File: config.mk
export PLATFORM = sky130hd
export DESIGN_NAME = vid_level_ctrl
export DESIGN_NICKNAME = d
export VERILOG_FILES = /design/src/rtl/vlc_pkg.sv /design/src/rtl/vlc_win_acc.sv /design/src/rtl/vlc_regs.sv /design/src/rtl/vlc_gain_loop.sv /design/src/rtl/vid_level_ctrl.sv
export SDC_FILE = /design/constraint.sdc
export NUM_CORES = 1
export LEC_CHECK = 0
export ABC_AREA = 0
export BUFFER_PORTS_ARGS = -buffer_cell sky130_fd_sc_hd__buf_2
export CAP_MARGIN = 10
export CORE_MARGIN = 4
export CORE_UTILIZATION = 55
export DETAILED_ROUTE_END_ITERATION = 6
export PLACE_DENSITY = 0.72
export SYNTH_ARGS = -nofsm -noshare
export SYNTH_HDL_FRONTEND = slang
export SYNTH_SLANG_ARGS = --single-unit
File: constraint.sdc
create_clock -name clk_i -period 7.1 [get_ports clk_i]
set_input_delay 1.42 -clock clk_i [delete_from_list [all_inputs] [get_ports clk_i]]
set_output_delay 1.42 -clock clk_i [all_outputs]
set_load 0.01 [all_outputs]
File: src/rtl/vlc_pkg.sv
package vlc_pkg;
  typedef enum logic [1:0] {
    CLAMP_HOLD = 2'b00,
    CLAMP_UP   = 2'b01,
    CLAMP_DOWN = 2'b10
  } clamp_cmd_e;

  typedef enum logic [1:0] {
    CMP_NONE = 2'b00,
    CMP_LT   = 2'b01,
    CMP_EQ   = 2'b10,
    CMP_GT   = 2'b11
  } cmp_e;
endpackage

File: src/rtl/vlc_win_acc.sv
module vlc_win_acc
  import vlc_pkg::*;
#(
  parameter int DW    = 9,
  parameter int CNT_W = 6
) (
  input  logic          clk_i,
  input  logic          rst_ni,
  input  logic          restart_i,
  input  logic          en_i,
  input  logic [DW-1:0] sample_i,
  input  logic [DW-1:0] target_i,
  output cmp_e          cmp_o
);
  localparam int SW = DW + CNT_W;

  logic [CNT_W-1:0] cnt_q;
  logic [SW-1:0]    sum_q;
  logic [SW-1:0]    smp_ext;
  logic [SW-1:0]    prod;
  logic             full;

  assign smp_ext = SW'(sample_i);
  assign full    = &cnt_q;

  // window stops counting when full so the sum cannot wrap
  always_ff @(posedge clk_i or negedge rst_ni) begin
    if (!rst_ni) begin
      cnt_q <= '0;
      sum_q <= '0;
    end else if (restart_i) begin
      cnt_q <= en_i ? CNT_W'(1) : '0;
      sum_q <= en_i ? smp_ext : '0;
    end else if (en_i && !full) begin
      cnt_q <= cnt_q + CNT_W'(1);
      sum_q <= sum_q + smp_ext;
    end
  end

  // mean vs target without a divider: sum against target * count
  assign prod = SW'(target_i) * SW'(cnt_q);

  always_comb begin
    if (cnt_q == '0)       cmp_o = CMP_NONE;
    else if (sum_q > prod) cmp_o = CMP_GT;
    else if (sum_q < prod) cmp_o = CMP_LT;
    else                   cmp_o = CMP_EQ;
  end


  cnt_step_chk: assert property (@(posedge clk_i) disable iff (!rst_ni)
    !restart_i |=> (cnt_q == $past(cnt_q)) || (cnt_q == $past(cnt_q) + CNT_W'(1)));
endmodule

File: src/rtl/vlc_regs.sv
module vlc_regs #(
  parameter int              DW        = 9,
  parameter int              GW        = 8,
  parameter logic [GW-1:0]   GAIN_RST  = 8'h80,
  parameter logic [DW-1:0]   SYNC_RST  = 9'h040,
  parameter logic [DW-1:0]   BLACK_RST = 9'h080
) (
  input  logic          clk_i,
  input  logic          rst_ni,
  input  logic          wr_en_i,
  input  logic [1:0]    wr_addr_i,
  input  logic [DW-1:0] wr_data_i,
  output logic          man_sel_o,
  output logic [GW-1:0] man_gain_o,
  output logic [DW-1:0] sync_tgt_o,
  output logic [DW-1:0] black_tgt_o
);
  always_ff @(posedge clk_i or negedge rst_ni) begin
    if (!rst_ni) begin
      man_sel_o   <= 1'b0;
      man_gain_o  <= GAIN_RST;
      sync_tgt_o  <= SYNC_RST;
      black_tgt_o <= BLACK_RST;
    end else if (wr_en_i) begin
      case (wr_addr_i)
        2'd0:    man_sel_o   <= wr_data_i[0];
        2'd1:    man_gain_o  <= wr_data_i[GW-1:0];
        2'd2:    sync_tgt_o  <= wr_data_i;
        default: black_tgt_o <= wr_data_i;
      endcase
    end
  end
endmodule

File: src/rtl/vlc_gain_loop.sv
module vlc_gain_loop
  import vlc_pkg::*;
#(
  parameter int            GW       = 8,
  parameter logic [GW-1:0] GAIN_RST = 8'h80
) (
  input  logic          clk_i,
  input  logic          rst_ni,
  input  logic          step_i,
  input  logic          load_i,
  input  logic [GW-1:0] load_val_i,
  input  logic          peak_i,
  input  cmp_e          cmp_i,
  output logic [GW-1:0] gain_o
);
  localparam logic [GW-1:0] GMAX = '1;

  always_ff @(posedge clk_i or negedge rst_ni) begin
    if (!rst_ni) begin
      gain_o <= GAIN_RST;
    end else if (step_i) begin
      if (load_i) begin
        gain_o <= load_val_i;
      end else if (peak_i) begin
        if (gain_o != '0) gain_o <= gain_o - GW'(1);
      end else begin
        case (cmp_i)
          CMP_GT:  if (gain_o != GMAX) gain_o <= gain_o + GW'(1);
          CMP_LT:  if (gain_o != '0)   gain_o <= gain_o - GW'(1);
          default: ;
        endcase
      end
    end
  end


  gain_step_chk: assert property (@(posedge clk_i) disable iff (!rst_ni)
    (step_i && !load_i) |=> ({1'b0, gain_o} == {1'b0, $past(gain_o)}) ||
                            ({1'b0, gain_o} == {1'b0, $past(gain_o)} + (GW+1)'(1)) ||
                            ({1'b0, gain_o} + (GW+1)'(1) == {1'b0, $past(gain_o)}));

  peak_down_chk: assert property (@(posedge clk_i) disable iff (!rst_ni)
    (step_i && !load_i && peak_i && gain_o != '0) |=> gain_o < $past(gain_o));

  man_load_chk: assert property (@(posedge clk_i) disable iff (!rst_ni)
    (step_i && load_i) |=> gain_o == $past(load_val_i));
endmodule

File: src/rtl/vid_level_ctrl.sv
module vid_level_ctrl
  import vlc_pkg::*;
#(
  parameter int            DW        = 9,
  parameter int            GW        = 8,
  parameter int            CNT_W     = 6,
  parameter logic [DW-1:0] PEAK_THR  = 9'h1F0,
  parameter logic [GW-1:0] GAIN_RST  = 8'h80,
  parameter logic [DW-1:0] SYNC_RST  = 9'h040,
  parameter logic [DW-1:0] BLACK_RST = 9'h080
) (
  input  logic          clk_i,
  input  logic          rst_ni,
  input  logic [DW-1:0] sample_i,
  input  logic          sync_win_i,
  input  logic          bp_win_i,
  input  logic          vblank_i,
  input  logic          line_start_i,
  input  logic          comp_mode_i,
  input  logic          wr_en_i,
  input  logic [1:0]    wr_addr_i,
  input  logic [DW-1:0] wr_data_i,
  output logic [GW-1:0] gain_o,
  output logic [1:0]    clamp_o
);
  logic          man_sel;
  logic [GW-1:0] man_gain;
  logic [DW-1:0] sync_tgt, black_tgt;
  cmp_e          sync_cmp, bp_cmp;
  logic          peak_q, peak_now, step;
  clamp_cmd_e    clamp_q;

  assign step     = line_start_i && !vblank_i;
  assign peak_now = !vblank_i && (sample_i >= PEAK_THR);

  vlc_regs #(
    .DW(DW), .GW(GW), .GAIN_RST(GAIN_RST), .SYNC_RST(SYNC_RST), .BLACK_RST(BLACK_RST)
  ) i_regs (
    .clk_i, .rst_ni, .wr_en_i, .wr_addr_i, .wr_data_i,
    .man_sel_o(man_sel), .man_gain_o(man_gain),
    .sync_tgt_o(sync_tgt), .black_tgt_o(black_tgt)
  );

  vlc_win_acc #(.DW(DW), .CNT_W(CNT_W)) i_sync_acc (
    .clk_i, .rst_ni, .restart_i(line_start_i), .en_i(sync_win_i && !vblank_i),
    .sample_i, .target_i(sync_tgt), .cmp_o(sync_cmp)
  );

  vlc_win_acc #(.DW(DW), .CNT_W(CNT_W)) i_bp_acc (
    .clk_i, .rst_ni, .restart_i(line_start_i), .en_i(bp_win_i && !vblank_i),
    .sample_i, .target_i(black_tgt), .cmp_o(bp_cmp)
  );

  // overshoot seen anywhere in the line; the strobe cycle opens the next line
  always_ff @(posedge clk_i or negedge rst_ni) begin
    if (!rst_ni)           peak_q <= 1'b0;
    else if (line_start_i) peak_q <= peak_now;
    else if (peak_now)     peak_q <= 1'b1;
  end

  vlc_gain_loop #(.GW(GW), .GAIN_RST(GAIN_RST)) i_gain (
    .clk_i, .rst_ni, .step_i(step), .load_i(man_sel || comp_mode_i),
    .load_val_i(man_gain), .peak_i(peak_q), .cmp_i(sync_cmp), .gain_o
  );

  always_ff @(posedge clk_i or negedge rst_ni) begin
    if (!rst_ni) begin
      clamp_q <= CLAMP_HOLD;
    end else if (step) begin
      case (bp_cmp)
        CMP_LT:  clamp_q <= CLAMP_UP;
        CMP_GT:  clamp_q <= CLAMP_DOWN;
        default: clamp_q <= CLAMP_HOLD;
      endcase
    end
  end

  assign clamp_o = clamp_q;


  line_only_chk: assert property (@(posedge clk_i) disable iff (!rst_ni)
    !line_start_i |=> $stable(gain_o) && $stable(clamp_o));

  vblank_freeze_chk: assert property (@(posedge clk_i) disable iff (!rst_ni)
    (line_start_i && vblank_i) |=> $stable(gain_o) && $stable(clamp_o));

  clamp_code_chk: assert property (@(posedge clk_i) disable iff (!rst_ni)
    clamp_o != 2'b11);
endmodule

==> results by stage, run 1 <==
Status:
- The run finished with clean final reports.

Hold path:
- The path class of the lowest-slack min-delay path is reg -> reg.
- In this run the most critical hold path is launched from clamp_o[1]$_DFFE_PN0P_.
- The number of cells traversed by the worst hold path is 2.

Synth:
- The mean instance size in the synthesized netlist is 8.84 µm².
- The number of warnings reported in the yosys synthesis log is 0.
- The post-synthesis sequential element count is 80.
- Of all flip-flops after synthesis, the portion carrying an async set or reset was 100%.
- Summed over all instances, the cell type with the most area after synthesis is dfrtp_1.
- In the synthesized netlist, the number of instances is around 1,000.
- The most common flop cell mapped by yosys is dfrtp_1.
- The synthesized netlist occupies a cell area of ~8700 µm².
- The top-area cell type share of the netlist area is between 20% and 30%.
- The number of unique standard cell types used by synthesis is 61.
- After synthesis, the cell types taking the most area are dfrtp_1, ha_1, fa_1.
- The synthesized design contains 0 enable-type register cells.
- When the netlist entered floorplanning its net count stood at 1,168.
- The portion of the post-synthesis area used by sequential elements is 23.2%.

Place:
- The global placement routability congestion is 0.840.
- The total instance count after detailed placement is approximately 1.2k.
- During placement, the flow inserted port buffers numbering 37.
- The placed wire-length estimate is approximately 15,000 µm.
- The placement-stage cell area is between 9000 and 10,000 µm².
- OpenSTA, run right after detailed placement, puts the worst setup slack at between 0.5 and 0.6 ns.

STA:
- Counting I/O delays and the setup requirement, the final critical path takes 6.25 ns.
- The final number of hold-violating endpoints is 0.
- The post-route clock skew is 0.00815 ns.
- The setup slack after layout is about 0.85 ns.
- The worst slew slack as a fraction of its limit is a little over half.
- The transition time at the pin with the least slew margin is approximately 0.70 ns.
- After routing, the total negative slack on setup checks comes to 0 ns.
- Setup repair after global routing left no endpoint under its margin.
- Dividing the final minimum period by the clock period gives around nine tenths.
- Based on the critical path, the design can be clocked at up to roughly 160 MHz.
- The max-slew violation count is 0.
- Setup violations remaining at the end of the flow were counted as 0.
- Hold timing on the final database bottoms out at a slack of between 0.4 and 0.5 ns.

Critical path:
- The kind of critical path is reg -> reg.
- Tracing the worst setup path back leads to its startpoint at i_sync_acc.cnt_q[2]$_DFFE_PN0P_.
- The startpoint identified for the worst register-to-register timing path is i_sync_acc.cnt_q[2]$_DFFE_PN0P_.
- The capturing point of the worst reg2reg path is i_gain.gain_o[6]$_DFFE_PN0P_.
- STA classifies the critical path startpoint as a flop.
- Data on the critical path is required at its endpoint by roughly 7.4 ns.
- The kind of capture point of the worst setup path is a flop.
- The reg2reg setup slack is 0.85 ns.
- The highest net fanout along the worst path is 20.
- Following the worst setup path forward leads to its endpoint at i_gain.gain_o[6]$_DFFE_PN0P_.
- Counting cells, the worst reg-to-reg path comes to 21.
- The arrival time at the worst endpoint is 6.52 ns.

Layout:
- The count of fill cells added during filler insertion is roughly 1.4k.
- The final instance area is 9360 µm².
- The antenna diode count is 0.
- Once layout is complete, the utilization of the core stands at about three fifths.
- The number of nets in the finished design is around 1.2k.
- The area growth from synthesis to layout is 8.13%.
- The share of cells above drive strength 1 is 10.9%.
- The post-layout instance count excluding filler cells is 1,218.

Floorplanning:
- The die covers 17,800 µm².
- Pin placement for this block handled 38 I/O pins.
- The floorplan has 45 rows.
- The total core area is 15,300 µm².
- The die height is approximately 130 µm.
- In this run the horizontal extent of the chip is between 100 and 150 µm.
- The initial utilization of the core area, before any placement, comes to 56.5%.

Pwr:
- The leakage power summed over all cells is between 4 and 5 nW.
- Combinational logic is responsible for ~32% of the overall power.
- The internal portion of the total power is ~1.1 mW.
- The maximum resistive drop on vdd is approximately 0.00014 V.
- The switching portion of total power is between 30% and 40%.
- The sequential share of power is between 30% and 40%.
- The clock network power share is 31.2%.
- Summed over all nets, the switching power comes to 0.621 mW.
- Power comes to 1.72 mW.
- For this design the ratio of total power to cell area is around 180 nW/µm².

Clock network:
- In this run the clock root is driven by a clkbuf_16.
- After clock tree synthesis, the clock-pin slew on the worst setup and hold paths is around 0.070 ns.
- The number of sinks on the clock net is 80.
- TritonCTS built the clock tree.
- In this run the post-CTS setup repair buffer count came out at 0.
- The longest clock path from root to sink contains 2 buffers.
- The clock latency at the later pin of the worst-skew pair is 0.35 ns.
- CTS built an H-tree with a depth of 3.
- In this run, CTS created clock tree buffers numbering 9.
- Post-CTS repair changed the size of 0 cells.
- Hold repair after CTS inserted 0 buffers.

Routing:
- After detailed routing, the number of remaining DRC violations is 0.
- In the final routed layout, each cell accounts on average for about 16 µm.
- The ratio of routed vias to standard cells is between 5 and 6.
- The final wirelength is between 15,000 and 20,000 µm.
- The DRC violation total after the first TritonRoute iteration is between 300 and 400.
- The first detailed-routing pass ran for 5 iterations.
- The detailed router placed 6,797 vias in this run.
- Once detail routing completed, the nets flagged for antenna violations numbered 0.

Flow run:
- Across the run, the number of max-cap violations was 0.

Global route:
- Entering global routing, the biggest net connects 54 pins.
- The final global-route overflow total is 0.
- The number of antenna violations at the first check in global routing is 0.
- The number of global-route vias before repair came to around 6.9k.
- Across every metal layer, demand over resource in global routing totals about 23%.
- The first global-routing pass estimated approximately 33,000 µm of wire.
-- cells in the mapped netlist (6+ instances only) --
library cell and count:
xor2_1 23, nand4_1 9, xnor2_1 19, inv_1 112, fa_1 60, or3_1 12, nand2_1 88, a21o_1 11
nand3b_1 6, nand2b_1 9, o21ai_0 30, ha_1 101, nor3_1 13, nor2_1 78, mux2i_1 8, clkbuf_1 20
and2_1 72, nand3_1 22, dfrtp_1 76, a21oi_1 67, mux2_2 33, a31oi_1 10, o211ai_1 8, nor2b_1 12
and3_1 6
-- layout by cell type, fill, tap and decap left out, types with 3 or more instances in the layout --
cell type | synthesis | routed
nor4_1 | 4 | 4
or2_2 | 5 | 5
nand3b_1 | 6 | 6
a21oi_1 | 67 | 67
a211oi_1 | 5 | 5
dfrtp_1 | 76 | 76
nand4_1 | 9 | 9
mux2_2 | 33 | 33
clkbuf_16 | 0 | 9
buf_4 | 0 | 6
a211o_1 | 3 | 3
nor2b_1 | 12 | 12
nor2_1 | 78 | 78
o211ai_1 | 8 | 8
inv_1 | 112 | 112
o21ai_0 | 30 | 30
mux2i_1 | 8 | 8
ha_1 | 101 | 101
buf_2 | 1 | 36
fa_1 | 60 | 60
inv_6 | 0 | 3
and3_1 | 6 | 6
a21boi_0 | 4 | 4
o21a_1 | 4 | 4
nand3_1 | 22 | 22
xnor2_1 | 19 | 19
a21o_1 | 11 | 11
a31oi_1 | 10 | 9
nand2_1 | 88 | 88
or3_1 | 12 | 12
nand2b_1 | 9 | 9
nor3_1 | 13 | 13
and2_1 | 72 | 72
xor2_1 | 23 | 23
dfstp_2 | 4 | 4
-- registers in the layout, summed over array words and instances (netlist names) --
register            flops
i_sync_acc.sum_q       15
i_regs.sync_tgt_o       9
i_regs.man_sel_o        1
clamp_o                 2
i_gain.gain_o           8
i_bp_acc.cnt_q          6
i_bp_acc.sum_q         15
i_sync_acc.cnt_q        6
peak_q                  1
i_regs.man_gain_o       8
i_regs.black_tgt_o      9
-- routing by layer --
| layer | part of all wire, % | global-route usage [%] | up-vias |
|---|---|---|---|
| li1 | - | - | 3352 |
| met1 | 46 | 30.2 | 3336 |
| met2 | 50 | 39.6 | 90 |
| met3 | 2.9 | 3.66 | 19 |
| met4 | 1.1 | 4.34 | 0 |
| met5 | 0 | 0 | - |
-- how the worst min path moves through the flow --
stage	endpoint	slack, ns
floorplan	i_gain.gain_o[7]$_DFFE_PN1P_	0.47
global route	i_regs.man_gain_o[4]$_DFFE_PN0P_	0.52
detailed placement	clamp_o[1]$_DFFE_PN0P_	0.47
finish	clamp_o[1]$_DFFE_PN0P_	0.50
CTS	clamp_o[1]$_DFFE_PN0P_	0.50
global placement	i_regs.man_gain_o[2]$_DFFE_PN0P_	0.49
-- power by group through the flow --
stage / sequential [mW] / clock, mW / combinational, mW
finish: 0.631 / 0.535 / 0.550
global route: 0.644 / 0.563 / 0.631
CTS: 0.629 / 0.552 / 0.550
detailed placement: 0.637 / 0 / 0.544
global placement: 0.635 / 0 / 0.531
floorplan: 0.598 / 0 / 0.430
-- area by class of cell --
| type | count | area (µm²) | area share (%) |
|---|---|---|---|
| repair buffers | 42 | 225 | 2.41 |
| clock buffers | 9 | 225 | 2.41 |
| inverters | 112 | 420 | 4.49 |
| flip-flops and latches | 80 | 2010 | 21.5 |
| clock inverters | 7 | 111 | 1.19 |
| well taps | 211 | 264 | 2.82 |
| multi-input cells | 757 | 6100 | 65.2 |
-- critical path, cell delays in order, from the launching register on --
cell	delay (ns)
dfrtp_1	0.51
and2_1	0.23
fa_1	0.53
inv_1	0.05
fa_1	0.48
fa_1	0.55
inv_1	0.04
ha_1	0.33
a21oi_1	0.22
nor2b_1	0.10
nor4_1	0.28
o31ai_1	0.16
o41ai_1	0.31
xor2_1	0.13
ha_1	0.33
and4_1	0.22
nand2_1	0.07
o21bai_1	0.18
a31oi_4	0.56
mux2_2	0.41
a221o_1	0.33
a31oi_1	0.16
-- logic make-up after synthesis --
| kind of cell | after synthesis | synth area share, % |
|---|---|---|
| AO/OA/AOI/OAI | 164 | 11.9 |
| XOR/XNOR | 42 | 4.25 |
| adder cells (fa/ha/maj) | 161 | 28.5 |
| buffers and inverters | 142 | 6.45 |
| flip-flops | 80 | 23.2 |
| multiplexers | 41 | 5.22 |
| AND/OR/NAND/NOR | 349 | 20.5 |
Note: power is estimated with default switching activity, not from simulation.
==> inputs of run 2 (changes only) <==
PLACE_DENSITY = default   (was 0.72)
PLACE_DENSITY_LB_ADDON = 0.25   (was default)
==> run 2 against run 1 <==
Effect of this change: final cell count hardly changed; critical path depth stayed put; worst setup slack worse by 0.062 ns; critical path type unchanged.
==> results by stage, run 2 (synthesis gave the netlist of run 1 again) <==
Status:
- Run status: complete, no violations (unchanged).

Routing:
- The average detailed-routed wire length per instance came to 15.6 µm (was 15.7 µm).
- The DRC violation total after the first TritonRoute iteration is 402 (was 375).
- The count of nets left with antenna violations after detail routing is 0 (unchanged).
- The final wirelength is 19,000 µm (was 19,100 µm).
- The count of vias placed by the detailed router is 6,833 (was 6,797).
- The DRC violations left is 0 (unchanged).
- The detailed-router iteration count before antenna repair is 5 (unchanged).
- The ratio of routed vias to standard cells was 5.61 (was 5.58).

Pwr:
- The net switching power of the design is 0.584 mW (was 0.621 mW).
- The portion of total power attributed to combinational logic is 33.6% (was 32.1%).
- The internal power is 1.06 mW (was 1.09 mW).
- The leakage power summed over all cells is 4.55 nW (was 4.57 nW).
- The power density over the cells is 177 nW/µm² (was 183 nW/µm²).
- The clock network power share was 28.1% (was 31.2%).
- The maximum resistive drop on vdd is 0.000101 V (was 0.000144 V).
- The switching portion of total power is 35.5% (was 36.2%).
- The sequential share of power came to 38.4% (was 36.8%).

Place:
- The placement-stage cell area is 9000 µm² (was 9010 µm²).
- The count of buffers from port buffering is 37 (unchanged).
- The global placement routability congestion is 0.832 (was 0.840).
- The pre-CTS setup slack is 0.830 ns (was 0.561 ns).
- The placed wire-length estimate is 14,700 µm (about the same).

Clock network:
- The clock tree from TritonCTS is built (unchanged).
- The number of sinks on the clock net was 80 (unchanged).
- The count of instances resized after the clock tree is built came to 0 (unchanged).
- The post-CTS setup repair buffer count is 0 (unchanged).
- The buffer cell driving the clock tree root is clkbuf_16 (unchanged).
- The number of buffers added to fix hold violations after cts was 0 (unchanged).
- The maximum buffer depth of the clock tree came to 2 (unchanged).
- The number of buffers added by the clock tree synthesis step came to 9 (unchanged).
- The clock latency at the later pin of the worst-skew pair was 0.34 ns (was 0.35 ns).
- The clock-pin slew on the worst setup and hold paths was 0.06 ns (was 0.07 ns).
- The deepest level of the CTS H-tree was 3 (unchanged).

Floorplanning:
- The row count is 45 (unchanged).
- The total core area came to 15,300 µm² (unchanged).
- The full die area was 17,800 µm² (unchanged).
- The die span in x is 133 µm (unchanged).
- The top-level I/O count is 38 (unchanged).
- The die height is 133 µm (unchanged).
- The initial standard-cell utilization of the core is 56.5% (unchanged).

Critical path:
- The nature of the critical path startpoint was a flop (unchanged).
- The arrival time at the worst endpoint is 6.54 ns (was 6.52 ns).
- The kind of critical path was reg -> reg (unchanged).
- The required time of the worst setup path was 7.33 ns (was 7.37 ns).
- The highest net fanout along the worst path is 15 (was 20).
- The kind of capture point of the worst setup path is a flop (unchanged).

Global route:
- The number of global-route vias before repair is 6,811 (was 6,852).
- The number of antenna violations at the first check in global routing was 0 (unchanged).
- The final global-route overflow total is 0 (unchanged).
- The pin count of the biggest net entering global routing came to 73 (was 54).
- The overall routing resource usage was 22.6% (was 22.7%).
- The global-route wire length before repair is 33,200 µm (was 33,500 µm).

Layout:
- Largest regs: i_bp_acc.sum_q (15), i_sync_acc.sum_q (15) (unchanged).
- The count of fill cells added during filler insertion was 1,362 (was 1,395).
- The area growth from synthesis to layout came to 7.42% (was 8.13%).
- The number of nets in the finished design was 1,190 (was 1,191).
- The post-layout utilization of the core came to 60.7% (was 61.1%).
- The share of cells above drive strength 1 was 10.6% (was 10.9%).
- The final instance area is 9290 µm² (was 9360 µm²).
- The leading cell type in the layout, fill and taps excluded is inv_1 (unchanged).
- The antenna diode count is 0 (unchanged).
- Most used cells in the layout excluding fill and tap cells: inv_1, ha_1, nand2_1 (unchanged).

STA:
- The minimum clock period is 6.31 ns (was 6.25 ns).
- The number of setup violations in the final report came to 0 (unchanged).
- The worst slew slack as a fraction of its limit is 29.8% (was 53.3%).
- The final number of hold-violating endpoints is 0 (unchanged).
- The transition time at the pin with the least slew margin is 1.05 ns (was 0.701 ns).
- The setup slack after layout is 0.789 ns (was 0.851 ns).
- The max-slew violation count was 0 (unchanged).
- The achievable frequency is 158 MHz (was 160 MHz).
- The final-layout worst hold slack was 0.500 ns (was 0.498 ns).
- Unrepaired setup endpoints after global routing: false (unchanged).
- The final setup TNS is 0 ns (unchanged).
- The post-route clock skew came to 0.00829 ns (was 0.00815 ns).
- The share of the clock period used by the worst path came to 88.9% (was 88.0%).

Flow run:
- The max-cap violation count is 0 (unchanged).

Hold path:
- The path class of the lowest-slack min-delay path is reg -> reg (unchanged).
## run 2: power groups by stage
stage	Clock, mW	Combinational, mW	Sequential (mW)
after floorplan	0	0.430	0.598
after global placement	0	0.532	0.635
after detailed placement	0	0.546	0.637
after CTS	0.472	0.554	0.629
after global routing	0.498	0.630	0.643
final	0.461	0.552	0.631
## run 2: final timing paths
check	to	from	slack, ns	depth (start not counted)
max	i_gain.gain_o[4]$_DFFE_PN0P_	i_sync_acc.cnt_q[2]$_DFFE_PN0P_	0.79	21
min	clamp_o[1]$_DFFE_PN0P_	clamp_o[1]$_DFFE_PN0P_	0.50	2
max reg2reg	i_gain.gain_o[4]$_DFFE_PN0P_	i_sync_acc.cnt_q[2]$_DFFE_PN0P_	0.79	21
min reg2reg	clamp_o[1]$_DFFE_PN0P_	clamp_o[1]$_DFFE_PN0P_	0.50	2
max in group asynchronous	i_gain.gain_o[2]$_DFFE_PN0P_	rst_ni	5.04	2
min in group asynchronous	i_bp_acc.sum_q[9]$_DFFE_PN0P_	rst_ni	0.90	1
## run 2: per-stage QoR
| stage | instances | total power [mW] |
|---|---|---|
| floorplan | 979 | 1.03 |
| global placement | 1201 | 1.17 |
| detailed placement | 1201 | 1.18 |
| CTS | 1217 | 1.66 |
| global route | 1217 | 1.77 |
| finish | 1217 | 1.64 |
## run 2: final cells by class
type	instances	area, µm²	area share [%]
multi-input combinational	757	6090	65.6
sequential	80	2010	21.6
clock buffer	12	246	2.65
tap	211	264	2.84
timing repair buffer	41	218	2.34
inverter	112	420	4.52
clock inverter	4	45.0	0.485
## run 2: critical path: stages, from the launching register on
cell,delay [ns]
dfrtp_1,0.51
and2_1,0.22
fa_1,0.53
inv_1,0.05
fa_1,0.46
fa_1,0.54
inv_1,0.04
ha_1,0.32
a21oi_1,0.21
nor2b_1,0.09
nor4_1,0.34
o31ai_1,0.17
o41ai_1,0.33
xor2_1,0.22
ha_1,0.27
and4_1,0.22
nand2_1,0.09
o21bai_1,0.13
a31oi_2,0.17
a21oi_1,0.84
o21ai_0,0.22
a22o_1,0.23
## run 2: per-layer routing
| layer | global-route usage (%) | share of wire, % |
|---|---|---|
| met4 | 6.74 | 2.5 |
| met2 | 38.4 | 49 |
| met3 | 3.29 | 3.4 |
| met5 | 0 | 0 |
| met1 | 30.3 | 45 |
==> inputs of run 3 (changes only) <==
CORE_UTILIZATION = 30   (was 55)
clock period = 5.56 ns   (was 7.1 ns; I/O delays follow)
==> run 3 against run 2 <==
Effect of this change: total power is 36% higher; non-clock buffer count rose by 58; utilization is 24 points lower; final cell count is 18% higher; worst setup slack got worse by 0.74 ns; highest routed layer unchanged.
==> results by stage, run 3 (synthesis gave the netlist of run 1 again) <==
Clock network:
- The clock latency at the later pin of the worst-skew pair came to 0.35 ns (was 0.34 ns).
- The number of buffers added to fix hold violations after cts is 0 (unchanged).
- The number of sinks on the clock net is 80 (unchanged).
- The clock tree from TritonCTS is built (unchanged).
- The buffer cell driving the clock tree root is clkbuf_16 (unchanged).
- The number of buffers added by the clock tree synthesis step is 9 (unchanged).
- The maximum buffer depth of the clock tree came to 2 (unchanged).
- The clock-pin slew on the worst setup and hold paths is 0.07 ns (was 0.06 ns).
- The deepest level of the CTS H-tree was 3 (unchanged).

Status:
- Run status: complete, no violations (unchanged).

Layout:
- The leading cell type in the layout, fill and taps excluded is inv_1 (unchanged).
- The area growth from synthesis to layout is 18.6% (was 7.42%).
- The number of nets in the finished design is 1,248 (was 1,190).
- Largest regs: i_bp_acc.sum_q (15), i_sync_acc.sum_q (15) (unchanged).
- The post-layout utilization of the core was 36.5% (was 60.7%).
- The post-layout instance count excluding filler cells is 1,442 (was 1,217).
- The share of cells above drive strength 1 is 19.9% (was 10.6%).
- The antenna diode count was 0 (unchanged).
- Most used cells in the layout excluding fill and tap cells: inv_1, ha_1, nand2_1 (unchanged).

STA:
- The achievable frequency is 181 MHz (was 158 MHz).
- The final setup TNS is 0 ns (unchanged).
- The post-route clock skew is 0.00725 ns (was 0.00829 ns).
- The final-layout worst hold slack was 0.505 ns (was 0.500 ns).
- The minimum clock period is 5.51 ns (was 6.31 ns).
- The max-slew violation count is 0 (unchanged).
- The final number of hold-violating endpoints was 0 (unchanged).
- Unrepaired setup endpoints after global routing: true (was false).
- The number of setup violations in the final report is 0 (unchanged).
- The setup slack after layout is 0.0490 ns (was 0.789 ns).
- The share of the clock period used by the worst path was 99.1% (was 88.9%).
- The worst slew slack as a fraction of its limit is 57.3% (was 29.8%).
- The transition time at the pin with the least slew margin is 0.634 ns (was 1.05 ns).

Global route:
- The pin count of the biggest net entering global routing is 51 (was 73).
- The number of global-route vias before repair is 7,078 (was 6,811).
- The overall routing resource usage is 14.2% (was 22.6%).
- The final global-route overflow total was 0 (unchanged).
- The number of antenna violations at the first check in global routing is 0 (unchanged).
- The global-route wire length before repair is 36,100 µm (was 33,200 µm).

Floorplanning:
- The initial standard-cell utilization of the core is 30.8% (was 56.5%).
- The top-level I/O count is 38 (unchanged).
- The row count is 61 (was 45).
- The die span in x is 178 µm (was 133 µm).
- The die height came to 178 µm (was 133 µm).
- The full die area is 31,600 µm² (was 17,800 µm²).
- The total core area is 28,100 µm² (was 15,300 µm²).

Routing:
- The detailed-router iteration count before antenna repair is 5 (unchanged).
- The count of nets left with antenna violations after detail routing came to 0 (unchanged).
- The ratio of routed vias to standard cells is 4.83 (was 5.61).
- The average detailed-routed wire length per instance is 14.9 µm (was 15.6 µm).
- The final wirelength came to 21,500 µm (was 19,000 µm).
- The count of vias placed by the detailed router was 6,967 (was 6,833).
- The met2 wire length is 10,700 µm (was 9300 µm).
- The top routing layer in use is met4 (unchanged).
- The DRC violations left is 0 (unchanged).
- The wire length on met3 was 304 µm (was 656 µm).
- The post-route met1 wirelength is 10,200 µm (was 8580 µm).
- The DRC violation total after the first TritonRoute iteration is 255 (was 402).

Hold path:
- The path class of the lowest-slack min-delay path is reg -> reg (unchanged).

Critical path:
- The kind of critical path is reg -> reg (unchanged).
- The cell at the slowest stage of the critical path is fa_1 (was a21oi_1).
- The nature of the critical path startpoint is a flop (unchanged).
- Ordered cell list for the critical path: buf_4, buf_4, and2_4, fa_1, ha_2, inv_1, fa_1, inv_2, fa_2, a21o_1, a21oi_2, o21bai_1, a21oi_2, o21ai_2, mux2i_1, and3_4, ha_4, a21oi_2, nand2_2, a221oi_4, a31oi_4, or3b_1, a221o_1, a31oi_1 (was and2_1, fa_1, inv_1, fa_1, fa_1, inv_1, ha_1, a21oi_1, nor2b_1, nor4_1, o31ai_1, o41ai_1, xor2_1, ha_1, and4_1, nand2_1, o21bai_1, a31oi_2, a21oi_1, o21ai_0, a22o_1).
- The required time of the worst setup path came to 5.84 ns (was 7.33 ns).
- The largest stage delay on the critical path is 0.51 ns (was 0.84 ns).
- The arrival time at the worst endpoint is 5.79 ns (was 6.54 ns).
- The cell with the most instances on the worst path was a21oi_2 (was fa_1).
- The highest net fanout along the worst path is 6 (was 15).
- The kind of capture point of the worst setup path is a flop (unchanged).

Flow run:
- The max-cap violation count is 0 (unchanged).

Place:
- The pre-CTS setup slack is -0.299 ns (was 0.830 ns).
- The count of buffers from port buffering is 37 (unchanged).
- The total instance count after detailed placement is 1,413 (was 1,201).
- The global placement routability congestion is 0.815 (was 0.832).
- The placed wire-length estimate is 16,700 µm (was 14,700 µm).

Pwr:
- The maximum resistive drop on vdd is 0.000125 V (was 0.000101 V).
- The leakage power summed over all cells is 4.88 nW (was 4.55 nW).
- The power density over the cells is 218 nW/µm² (was 177 nW/µm²).
-- run 3: worst paths after layout --
kind / slack, ns / cells after the start / to / startpoint
setup / recovery: 0.05 / 24 / i_gain.gain_o[5]$_DFFE_PN0P_ / i_sync_acc.cnt_q[1]$_DFFE_PN0P_
hold / removal: 0.50 / 2 / clamp_o[1]$_DFFE_PN0P_ / clamp_o[1]$_DFFE_PN0P_
setup reg to reg: 0.05 / 24 / i_gain.gain_o[5]$_DFFE_PN0P_ / i_sync_acc.cnt_q[1]$_DFFE_PN0P_
hold reg to reg: 0.50 / 2 / clamp_o[1]$_DFFE_PN0P_ / clamp_o[1]$_DFFE_PN0P_
max in group asynchronous: 3.81 / 2 / i_regs.sync_tgt_o[4]$_DFFE_PN0P_ / rst_ni
min in group asynchronous: 0.71 / 1 / i_sync_acc.sum_q[13]$_DFFE_PN0P_ / rst_ni
-- run 3: metrics by stage --
stage | cell area, µm² | total power [mW]
5_1_grt | 10300 | 2.41
6_report | 10300 | 2.24
3_5_place_dp | 9550 | 1.56
4_1_cts | 10100 | 2.24
2_1_floorplan | 8650 | 1.31
3_3_place_gp | 9550 | 1.55
-- run 3: final cells by class --
cell class | instances | area (µm²)
clock inverters | 7 | 75.1
inverters | 112 | 420
clock buffers | 9 | 225
multi-input cells | 757 | 6370
flip-flops and latches | 80 | 2010
fillers | 2928 | 17800
well taps | 378 | 473
repair buffers | 99 | 684
-- run 3: timing repair --
action | in CTS | in global routing
pin swaps | 33 | 34
buffers inserted | 6 | 7
gates resized for setup | 36 | 37
setup endpoints to repair | 8 | 10
gates cloned | 1 | 0
-- run 3: worst max-delay path: cells and delay by family (launching register included) --
| family | cells | cell delay, ns |
|---|---|---|
| compound gates | 10 | 1.84 |
| fa+ha+maj | 5 | 1.76 |
| simple gates | 4 | 0.83 |
| flops | 1 | 0.41 |
| buf+inv | 4 | 0.40 |
| mux | 1 | 0.18 |
-- run 3: power by group --
group | internal (mW) | switching, mW | total [mW]
registers | 0.670 | 0.121 | 0.791
logic | 0.403 | 0.429 | 0.832
clock network | 0.319 | 0.294 | 0.613
-- run 3: routing by layer --
metal	vias to the layer above	track usage [%]
li1	3458	-
met1	3449	18.7
met2	43	25.0
met3	17	1.83
met4	0	2.58
met5	-	0
